--- src/rtl/muxadc_seq_pkg.sv ---
package muxadc_seq_pkg;

    localparam int unsigned DEF_NCH  = 4;
    localparam int unsigned DEF_DW   = 12;
    localparam int unsigned DEF_LEAD = 4;

    // edge events seen on the sampled serial inputs
    typedef struct packed {
        logic rise;
        logic fall;
        logic cs_fall;
    } edge_ev_t;

    function automatic int unsigned sel_width(input int unsigned nch);
        return (nch > 1) ? $clog2(nch) : 1;
    endfunction

endpackage

--- src/rtl/muxadc_seq_edge.sv ---
module muxadc_seq_edge
    import muxadc_seq_pkg::*;
(
    input  logic     clk,
    input  logic     rst,
    input  logic     sclk,
    input  logic     cs_n,
    output edge_ev_t ev
);

    logic sclk_q;
    logic cs_q;

    always_ff @(posedge clk) begin
        if (rst) begin
            sclk_q <= 1'b0;
            cs_q   <= 1'b1;
        end else begin
            sclk_q <= sclk;
            cs_q   <= cs_n;
        end
    end

    always_comb begin
        ev.rise    = sclk & ~sclk_q;
        ev.fall    = ~sclk & sclk_q;
        ev.cs_fall = ~cs_n & cs_q;
    end

endmodule

--- src/rtl/muxadc_seq_ctrl.sv ---
module muxadc_seq_ctrl
    import muxadc_seq_pkg::*;
#(
    parameter int unsigned NCH  = DEF_NCH,
    parameter int unsigned DW   = DEF_DW,
    parameter int unsigned LEAD = DEF_LEAD,
    localparam int unsigned SELW  = sel_width(NCH),
    localparam int unsigned FRAME = LEAD + DW,
    localparam int unsigned CW    = $clog2(FRAME + 2)
) (
    input  logic            clk,
    input  logic            rst,
    input  edge_ev_t        ev,
    input  logic            clr,
    input  logic            free_run,
    input  logic            din,
    output logic [CW-1:0]   cnt,
    output logic            start,
    output logic            status,
    output logic [SELW-1:0] chan
);

    localparam logic [CW-1:0] LAST_CNT = CW'(FRAME);
    localparam logic [CW-1:0] DEAD_CNT = CW'(FRAME + 1);
    localparam logic [CW-1:0] SEL_CNT  = CW'(SELW);

    logic            active;
    logic [SELW-1:0] sel_acc;
    logic [SELW:0]   sel_cat;

    assign sel_cat = {sel_acc, din};
    assign start   = !clr && (ev.cs_fall ||
                     (free_run && active && ev.fall && cnt == DEAD_CNT));

    always_ff @(posedge clk) begin
        if (rst) begin
            active  <= 1'b0;
            cnt     <= '0;
            status  <= 1'b0;
            chan    <= '0;
            sel_acc <= '0;
        end else if (clr) begin
            active <= 1'b0;
            cnt    <= '0;
            status <= 1'b0;
        end else if (start) begin
            active <= 1'b1;
            cnt    <= '0;
            status <= 1'b1;
        end else begin
            if (active && ev.rise && cnt != DEAD_CNT) begin
                cnt <= cnt + 1'b1;
                if (cnt < SEL_CNT)
                    sel_acc <= sel_cat[SELW-1:0];
                if (cnt == SEL_CNT - 1'b1)
                    chan <= sel_cat[SELW-1:0];
            end
            if (active && ev.fall && cnt == LAST_CNT)
                status <= 1'b0;
        end
    end

    AST_CLEAR_STATUS: assert property (@(posedge clk) disable iff (rst)
        clr |=> !status);
    AST_CHAN_ON_RISE: assert property (@(posedge clk) disable iff (rst)
        !ev.rise |=> $stable(chan));
    AST_START_RAISES: assert property (@(posedge clk) disable iff (rst)
        start |=> status);
    AST_STATUS_DROP: assert property (@(posedge clk) disable iff (rst)
        (status && !clr && !ev.fall) |=> status);

endmodule

--- src/rtl/muxadc_seq_shift.sv ---
module muxadc_seq_shift
    import muxadc_seq_pkg::*;
#(
    parameter int unsigned NCH  = DEF_NCH,
    parameter int unsigned DW   = DEF_DW,
    parameter int unsigned LEAD = DEF_LEAD,
    localparam int unsigned SELW  = sel_width(NCH),
    localparam int unsigned LANES = 1 << SELW,
    localparam int unsigned FRAME = LEAD + DW,
    localparam int unsigned CW    = $clog2(FRAME + 2)
) (
    input  logic            clk,
    input  logic            rst,
    input  logic            clr,
    input  logic            start,
    input  logic            fall,
    input  logic [CW-1:0]   cnt,
    input  logic [SELW-1:0] chan,
    input  logic [NCH*DW-1:0] samp_bus,
    output logic            dout,
    output logic            dout_en
);

    localparam logic [CW-1:0] LEAD_CNT = CW'(LEAD);
    localparam logic [CW-1:0] LAST_CNT = CW'(FRAME);

    logic [DW-1:0] lane [LANES];
    logic [DW-1:0] hold;
    logic [CW-1:0] bit_pos;
    logic          in_window;

    for (genvar i = 0; i < LANES; i++) begin : g_lane
        if (i < NCH) begin : g_real
            assign lane[i] = samp_bus[i*DW +: DW];
        end else begin : g_pad
            assign lane[i] = '0;
        end
    end

    assign in_window = (cnt >= LEAD_CNT) && (cnt < LAST_CNT);
    assign bit_pos   = LAST_CNT - 1'b1 - cnt;

    always_ff @(posedge clk) begin
        if (rst) begin
            hold    <= '0;
            dout    <= 1'b0;
            dout_en <= 1'b0;
        end else if (clr) begin
            dout_en <= 1'b0;
        end else if (start) begin
            hold    <= lane[chan];
            dout_en <= 1'b0;
        end else if (fall) begin
            if (in_window) begin
                dout_en <= 1'b1;
                dout    <= hold[bit_pos[$clog2(DW)-1:0]];
            end else if (cnt == LAST_CNT) begin
                dout_en <= 1'b0;
            end
        end
    end

    AST_DOUT_ON_FALL: assert property (@(posedge clk) disable iff (rst)
        !fall |=> $stable(dout));
    AST_EN_WINDOW: assert property (@(posedge clk) disable iff (rst)
        dout_en |-> (cnt >= LEAD_CNT && cnt <= LAST_CNT));
    AST_CS_RELEASE: assert property (@(posedge clk) disable iff (rst)
        clr |=> !dout_en);

endmodule

--- src/rtl/muxadc_seq.sv ---
module muxadc_seq
    import muxadc_seq_pkg::*;
#(
    parameter int unsigned NCH  = DEF_NCH,
    parameter int unsigned DW   = DEF_DW,
    parameter int unsigned LEAD = DEF_LEAD,
    localparam int unsigned SELW  = sel_width(NCH),
    localparam int unsigned FRAME = LEAD + DW,
    localparam int unsigned CW    = $clog2(FRAME + 2)
) (
    input  logic              clk,
    input  logic              rst,
    input  logic              sclk,
    input  logic              cs_n,
    input  logic              din,
    input  logic              shdn,
    input  logic              free_run,
    input  logic [NCH*DW-1:0] samp_bus,
    output logic              dout,
    output logic              dout_en,
    output logic              status,
    output logic [SELW-1:0]   chan
);

    edge_ev_t      ev;
    logic          clr;
    logic          start;
    logic [CW-1:0] cnt;

    assign clr = cs_n | shdn;

    muxadc_seq_edge u_edge (
        .clk  (clk),
        .rst  (rst),
        .sclk (sclk),
        .cs_n (cs_n),
        .ev   (ev)
    );

    muxadc_seq_ctrl #(.NCH(NCH), .DW(DW), .LEAD(LEAD)) u_ctrl (
        .clk      (clk),
        .rst      (rst),
        .ev       (ev),
        .clr      (clr),
        .free_run (free_run),
        .din      (din),
        .cnt      (cnt),
        .start    (start),
        .status   (status),
        .chan     (chan)
    );

    muxadc_seq_shift #(.NCH(NCH), .DW(DW), .LEAD(LEAD)) u_shift (
        .clk      (clk),
        .rst      (rst),
        .clr      (clr),
        .start    (start),
        .fall     (ev.fall),
        .cnt      (cnt),
        .chan     (chan),
        .samp_bus (samp_bus),
        .dout     (dout),
        .dout_en  (dout_en)
    );

    AST_SHDN_ABORT: assert property (@(posedge clk) disable iff (rst)
        shdn |=> (!status && !dout_en));

endmodule

--- config.mk ---
export PLATFORM = sky130hd
export DESIGN_NAME = muxadc_seq
export DESIGN_NICKNAME = d
export VERILOG_FILES = /design/src/rtl/muxadc_seq_pkg.sv /design/src/rtl/muxadc_seq_edge.sv /design/src/rtl/muxadc_seq_ctrl.sv /design/src/rtl/muxadc_seq_shift.sv /design/src/rtl/muxadc_seq.sv
export SDC_FILE = /design/constraint.sdc
export NUM_CORES = 1
export LEC_CHECK = 0
export BUFFER_PORTS_ARGS = -buffer_cell sky130_fd_sc_hd__buf_4
export CAP_MARGIN = 20
export CELL_PAD_IN_SITES_DETAIL_PLACEMENT = 1
export CELL_PAD_IN_SITES_GLOBAL_PLACEMENT = 2
export CORE_AREA = 5 5 78 80
export DETAILED_ROUTE_END_ITERATION = 8
export DIE_AREA = 0 0 83 85
export GPL_TIMING_DRIVEN = 0
export PLACE_DENSITY_LB_ADDON = 0.1
export RECOVER_POWER = 100
export SYNTH_ARGS = -nofsm -noshare
export SYNTH_HDL_FRONTEND = slang
export SYNTH_HIERARCHICAL = 1
export SYNTH_SLANG_ARGS = --single-unit
--- constraint.sdc ---
create_clock -name clk -period 3.8 [get_ports clk]
set_input_delay 1.14 -clock clk [delete_from_list [all_inputs] [get_ports clk]]
set_output_delay 1.14 -clock clk [all_outputs]
set_load 0.01 [all_outputs]
# Word-level counts from Yosys, hierarchy flattened
# Cells that the tools add are included.
[totals]
in_bits = 55
wordCells = 60
regBits = 26
output_inout_bits = 5
[classes]
bitwise = 10
eq_ne = 4
n_reduce_logical = 20
order_cmp = 5
addsub = 2
mux = 9
[ops]
columns = ["cell", "count"]
rows = [
  ["12-bit binary-select mux with 2-bit select", 1],
  ["12-bit 2-to-1 mux", 2],
  ["4-bit AND reduction", 3],
  ["5-bit == test (second input constant)", 2],
  ["1-bit logical AND", 9],
  ["5-bit by 1-bit adder with 5-bit output (second input constant)", 1],
  ["5-bit by 1-bit == test with 1-bit output (second input constant)", 1],
  ["5-bit by 3-bit greater-or-equal comparator with 1-bit output (second input constant)", 1],
  ["4-bit by 5-bit less-than comparator with 1-bit output (second input constant)", 1],
  ["5-bit by 2-bit less-than comparator with 1-bit output (second input constant)", 1],
  ["5-bit less-than comparator (second input constant)", 1],
  ["1-bit 2-to-1 mux", 5],
  ["5-bit != test (second input constant)", 1],
  ["1-bit inverter", 5],
  ["1-bit binary-select mux with 4-bit select", 1],
  ["2-bit AND reduction", 2],
  ["2-bit nonzero test", 2],
  ["4-bit subtractor (first input constant)", 1],
  ["1-bit bitwise AND", 3],
  ["3-bit greater-or-equal comparator (second input constant)", 1],
  ["2-bit inverter with 3-bit output", 1],
  ["3-bit OR reduction", 1],
  ["2-bit OR reduction", 1],
  ["1-bit logical NOT", 1],
  ["other kinds (2)", 2],
]

# Logic depth before layout (Yosys ltp)
[logic_depth]
word_depth = 8
ltp_mapped = 9
ltp_nobuf = 8

# By module
# The synthesis kept the hierarchy.
[modules_own_cells]
columns = ["mod", "cells_each", "area_each_um2", "seq_area_each_um2", "instances"]
rows = [
  ["muxadc_seq_shift", 85, 917.1, 280.3, 1],
  ["muxadc_seq_ctrl", 59, 538.0, 200.2, 1],
  ["muxadc_seq_edge", 7, 71.3, 40.0, 1],
  ["muxadc_seq", 1, 6.3, 0.0, 1],
]

# Worst setup path after synthesis
# Ideal clock, no wire load.
[synth_timing]
path_kind = "input-to-reg"
start = "in sclk"
end = "reg u_shift.hold[10]"
setup_ps = 70
path_slack_ps = 1264
t_required_ps = 3730
path_buffers = 1
arrival_time_ps = 2465
path_stages = 8
path_cell_list = "nor2b_1 -> and4_1 -> a21oi_1 -> nor2_1 -> nor2b_1 -> clkbuf_1 -> nand2_1 -> a21oi_1"
[synth_via]
elab_chain_len = 7
[synth_lines]
columns = ["item", "line", "source"]
rows = [
  ["start: declaration", "muxadc_seq.sv:13", "input logic sclk,"],
  ["1-bit inverter", "muxadc_seq_edge.sv:26", "ev.fall = ~sclk & sclk_q;"],
  ["1-bit bitwise AND", "muxadc_seq_edge.sv:26", ""],
  ["1-bit logical AND (2 in series)", "muxadc_seq_ctrl.sv:33", "(free_run && active && ev.fall && cnt == DEAD_CNT));"],
  ["1-bit logical OR", "muxadc_seq_ctrl.sv:32", "assign start = !clr && (ev.cs_fall ||"],
  ["1-bit logical AND", "muxadc_seq_ctrl.sv:32", ""],
  ["via start", "muxadc_seq.sv:27", "logic start;"],
  ["2-bit AND reduction (no source line)", "n/a", ""],
  ["end signal: assignment", "muxadc_seq_shift.sv:51", "hold <= lane[chan];"],
  ["end: declaration", "muxadc_seq_shift.sv:28", "logic [DW-1:0] hold;"],
]
# The timed path passes the listed nets, and every way through them passes these cells.
# A chain may end at the register's enable or synchronous reset.

==> impl_summary.txt <==
----------------------------------------------------
[Setup path]
  Required time of the critical path ... 4010 ps
  Type of element launching the critical path ... input port
  Path type of the worst setup path ... input port to flop
  Largest driver fanout on the critical path ... 10
  CP Capture Type ... flop
  Arrival time worst endpoint ... 3060 ps

[Place]
  Routability congestion estimate ... 0.769
  Area of placed instances ... 0.00207 mm^2
  Post-Place Worst Slack ... 646 ps
  Port bufs ... 59
  Number of placed cells counting well taps ... 283
  Half-perimeter wire length after placement ... 3.58 mm

[Synth]
  Share of the yosys chip area belonging to registers ... 34.0%
  Portion of synthesized cell area occupied by the leading cell type ... 34.0%
  Area of the mapped netlist ... 0.00153 mm^2
  Share of flip-flops with an asynchronous set or reset ... 0%
  Largest area contributor in the netlist ... sky130_fd_sc_hd__dfxtp_1
  Post-synthesis sequential element count ... 26
  Post-synthesis cell count ... 152
  Average cell area after synthesis ... 10.1 um^2
  Number of synthesized flops with an enable pin ... 0
  Net count after synthesis ... 210
  Warnings from Yosys ... 6
  Synth unique cells ... 38
  Top area cells in the synthesized netlist ... sky130_fd_sc_hd__dfxtp_1 34%, sky130_fd_sc_hd__mux4_2 18%, sky130_fd_sc_hd__nand2_1 6.6%
  Main flop type after synthesis ... sky130_fd_sc_hd__dfxtp_1

[Timing]
  Setup Total Neg Slack ... 0 ps
  Final Cycle Share ... 75.2%
  Worst clock skew on the final layout ... 7.80 ps
  Final worst setup slack ... 941 ps
  Upper clock frequency limit ... 350 MHz
  Total setup violations reported at the end of the flow ... 0
  Number of slew-limit violations in the final report ... 0
  Tightest slew margin relative to the limit ... 62.6%
  Final critical path time including I/O delays and setup ... 2860 ps
  Actual transition at the worst max-transition pin ... 561 ps
  Final hold vios ... 0
  Setup repair after global routing missed its margin ... no

[Route]
  Routed WL per cell ... 15.2 um
  Detailed Routing Iterations Pass 1 ... 2
  Detailed-route wire length ... 4.35 mm
  Via/cell ratio ... 4.99
  Number of antenna-violating nets in the routed design ... 0
  Initial DRC Count ... 38
  Vias ... 1432
  Remaining design rule violation count ... 0

[Final layout]
  Antenna diode count ... 0
  Multi-input gate area in the final layout ... 956 um^2
  Non-filler instance count after layout ... 287
  Final-stage net count ... 274
  Fillers ... 667
  Proportion of layout cells with a drive suffix above 1 ... 34.9%
  Area taken by flip-flops and latches ... 520 um^2
  Synth-to-layout area growth ... 37.1%
  Most common cell after layout, fill and taps aside ... sky130_fd_sc_hd__buf_4
  Post-route cell area ... 0.00210 mm^2
  Share of the core filled with cells ... 39.4%
  Most frequent cells in the layout ... 51 x sky130_fd_sc_hd__buf_4, 27 x sky130_fd_sc_hd__nand2_1, 26 x sky130_fd_sc_hd__dfxtp_1, 19 x sky130_fd_sc_hd__a21oi_1, 12 x sky130_fd_sc_hd__mux4_2

[CTS]
  Cts hold-fix bufs ... 0
  Post-cts resize count ... 0
  Inserted Clock Buffers ... 3
  Root buf cell ... sky130_fd_sc_hd__clkbuf_8
  CTS tree ... done
  TritonCTS Sinks ... 26
  Post-CTS setup repair buffer count ... 0
  Number of buffers on the longest clock path ... 2
  H-Tree Depth ... 1
  Clock transition at the registers of the reported paths ... 100 ps
  Worst-skew pair later-pin latency ... 270 ps

[Floorplanning]
  Std-Cell Rows ... 27
  Die Y ... 85 um
  Die X ... 83 um
  Area of the die ... 0.00706 mm^2
  Initial Util ... 28.7%
  Standard cell core area ... 0.00534 mm^2
  Count of pins on the block boundary ... 60

[Power and ir drop]
  Peak supply drop ... 115 uV
  Lkg Pwr ... 0.000765 uW
  Power Dens Cells ... 276 mW/mm^2

[Global routing]
  Busiest metal layer after global routing ... met2
  Met3 GRT Util ... 2.04%
  Vias in the first global route ... 1536
  Met2 global-route usage ... 23.3%
  Overflow after GRT ... 0
  Largest net degree at the start of global routing ... 16
  Met1 capacity usage during global routing ... 12.8%
  Global-route wire length before repair ... 6.91 mm
  Total Routing Usage GR ... 12.0%
  Antenna violations before repair ... 0

[Run]
  Max Cap Viol ... 0

[Status]
  Status ... completed

[Worst hold path]
  Worst min path class ... flop to flop

----------------------------------------------------
[flip-flops by register name, summed over array words and instances (netlist names)]
signal           count
u_ctrl/active        1
u_ctrl/chan          2
u_ctrl/cnt           5
u_ctrl/sel_acc       1
u_ctrl/status        1
u_edge/cs_q          1
u_edge/sclk_q        1
u_shift/dout         1
u_shift/dout_en      1
u_shift/hold        12
[where the power goes]
group / total (uW) / internal, uW / switching [uW]
Sequential: 277 / 275 / 1.67
Clock: 232 / 141 / 90.9
Combinational: 69.9 / 47.9 / 22.0
[layout make-up]
cell class,count,share of cell area (%)
timing repair buffer,59,19.8
inverter,5,0.893
buffer,5,1.31
sequential,26,24.8
tap,72,4.29
multi-input combinational,116,45.5
clock inverter,1,1.43
clock buffer,3,1.97
[per-stage QoR]
stage          total power (uW)  hold slack, ps
6_report                    579             459
5_1_grt                     601             482
3_3_place_gp                352             444
2_1_floorplan               306             425
3_5_place_dp                356             449
4_1_cts                     590             464
[cell families (layout without fill, tap and decap cells)]
family | count (synthesis) | count (layout) | share of synthesized area (%)
and+or+nand+nor | 65 | 65 | 23.9
AOI/OAI and AO/OA | 29 | 29 | 11.3
DFF | 26 | 26 | 34.0
muxes | 19 | 19 | 25.4
buffers and inverters | 10 | 73 | 3.02
adders and majority gates | 3 | 3 | 2.45
[synth_stat cells (2+ instances only)]
| cell type | number |
|---|---|
| sky130_fd_sc_hd__or2b_2 | 2 |
| sky130_fd_sc_hd__nand3_1 | 5 |
| sky130_fd_sc_hd__nor2b_1 | 5 |
| sky130_fd_sc_hd__mux4_2 | 12 |
| sky130_fd_sc_hd__a21oi_1 | 19 |
| sky130_fd_sc_hd__inv_1 | 5 |
| sky130_fd_sc_hd__or2_1 | 3 |
| sky130_fd_sc_hd__nor2_1 | 2 |
| sky130_fd_sc_hd__clkbuf_1 | 3 |
| sky130_fd_sc_hd__nand2_1 | 27 |
| sky130_fd_sc_hd__and2_1 | 2 |
| sky130_fd_sc_hd__dfxtp_1 | 26 |
| sky130_fd_sc_hd__mux4_1 | 3 |
| sky130_fd_sc_hd__nand2b_1 | 4 |
| sky130_fd_sc_hd__ha_1 | 3 |
| sky130_fd_sc_hd__o21ai_0 | 4 |
| sky130_fd_sc_hd__or3_1 | 2 |
| sky130_fd_sc_hd__nor4_1 | 2 |
| sky130_fd_sc_hd__mux2i_1 | 4 |
[path summary, 6_finish.rpt]
check | cells past startpoint | slack (ps) | endpoint | from
worst max-delay path | 9 | 940 | u_shift/hold[5] | sclk
worst min register to register | 2 | 460 | u_shift/hold[11] | u_shift/hold[11]
worst min-delay path | 2 | 460 | u_shift/hold[11] | u_shift/hold[11]
worst max register to register | 8 | 1270 | u_shift/dout | u_ctrl/cnt[1]
[metal layers]
| metal | vias up | wire length, um |
|---|---|---|
| met2 | 52 | 2330 |
| met3 | 4 | 256 |
| met5 | - | 0 |
| met1 | 683 | 1740 |
| met4 | 0 | 28 |
| li1 | 693 | - |
[worst max-delay path, cell delays in order]
cell,delay [ps]
sky130_fd_sc_hd__clkbuf_1,90
sky130_fd_sc_hd__nor2b_1,310
sky130_fd_sc_hd__and4_1,270
sky130_fd_sc_hd__a21oi_1,100
sky130_fd_sc_hd__nor2_1,260
sky130_fd_sc_hd__nor2b_1,290
sky130_fd_sc_hd__clkbuf_1,340
sky130_fd_sc_hd__nand2_1,100
sky130_fd_sc_hd__a21oi_1,160
Power figures use the tool's default switching activity.
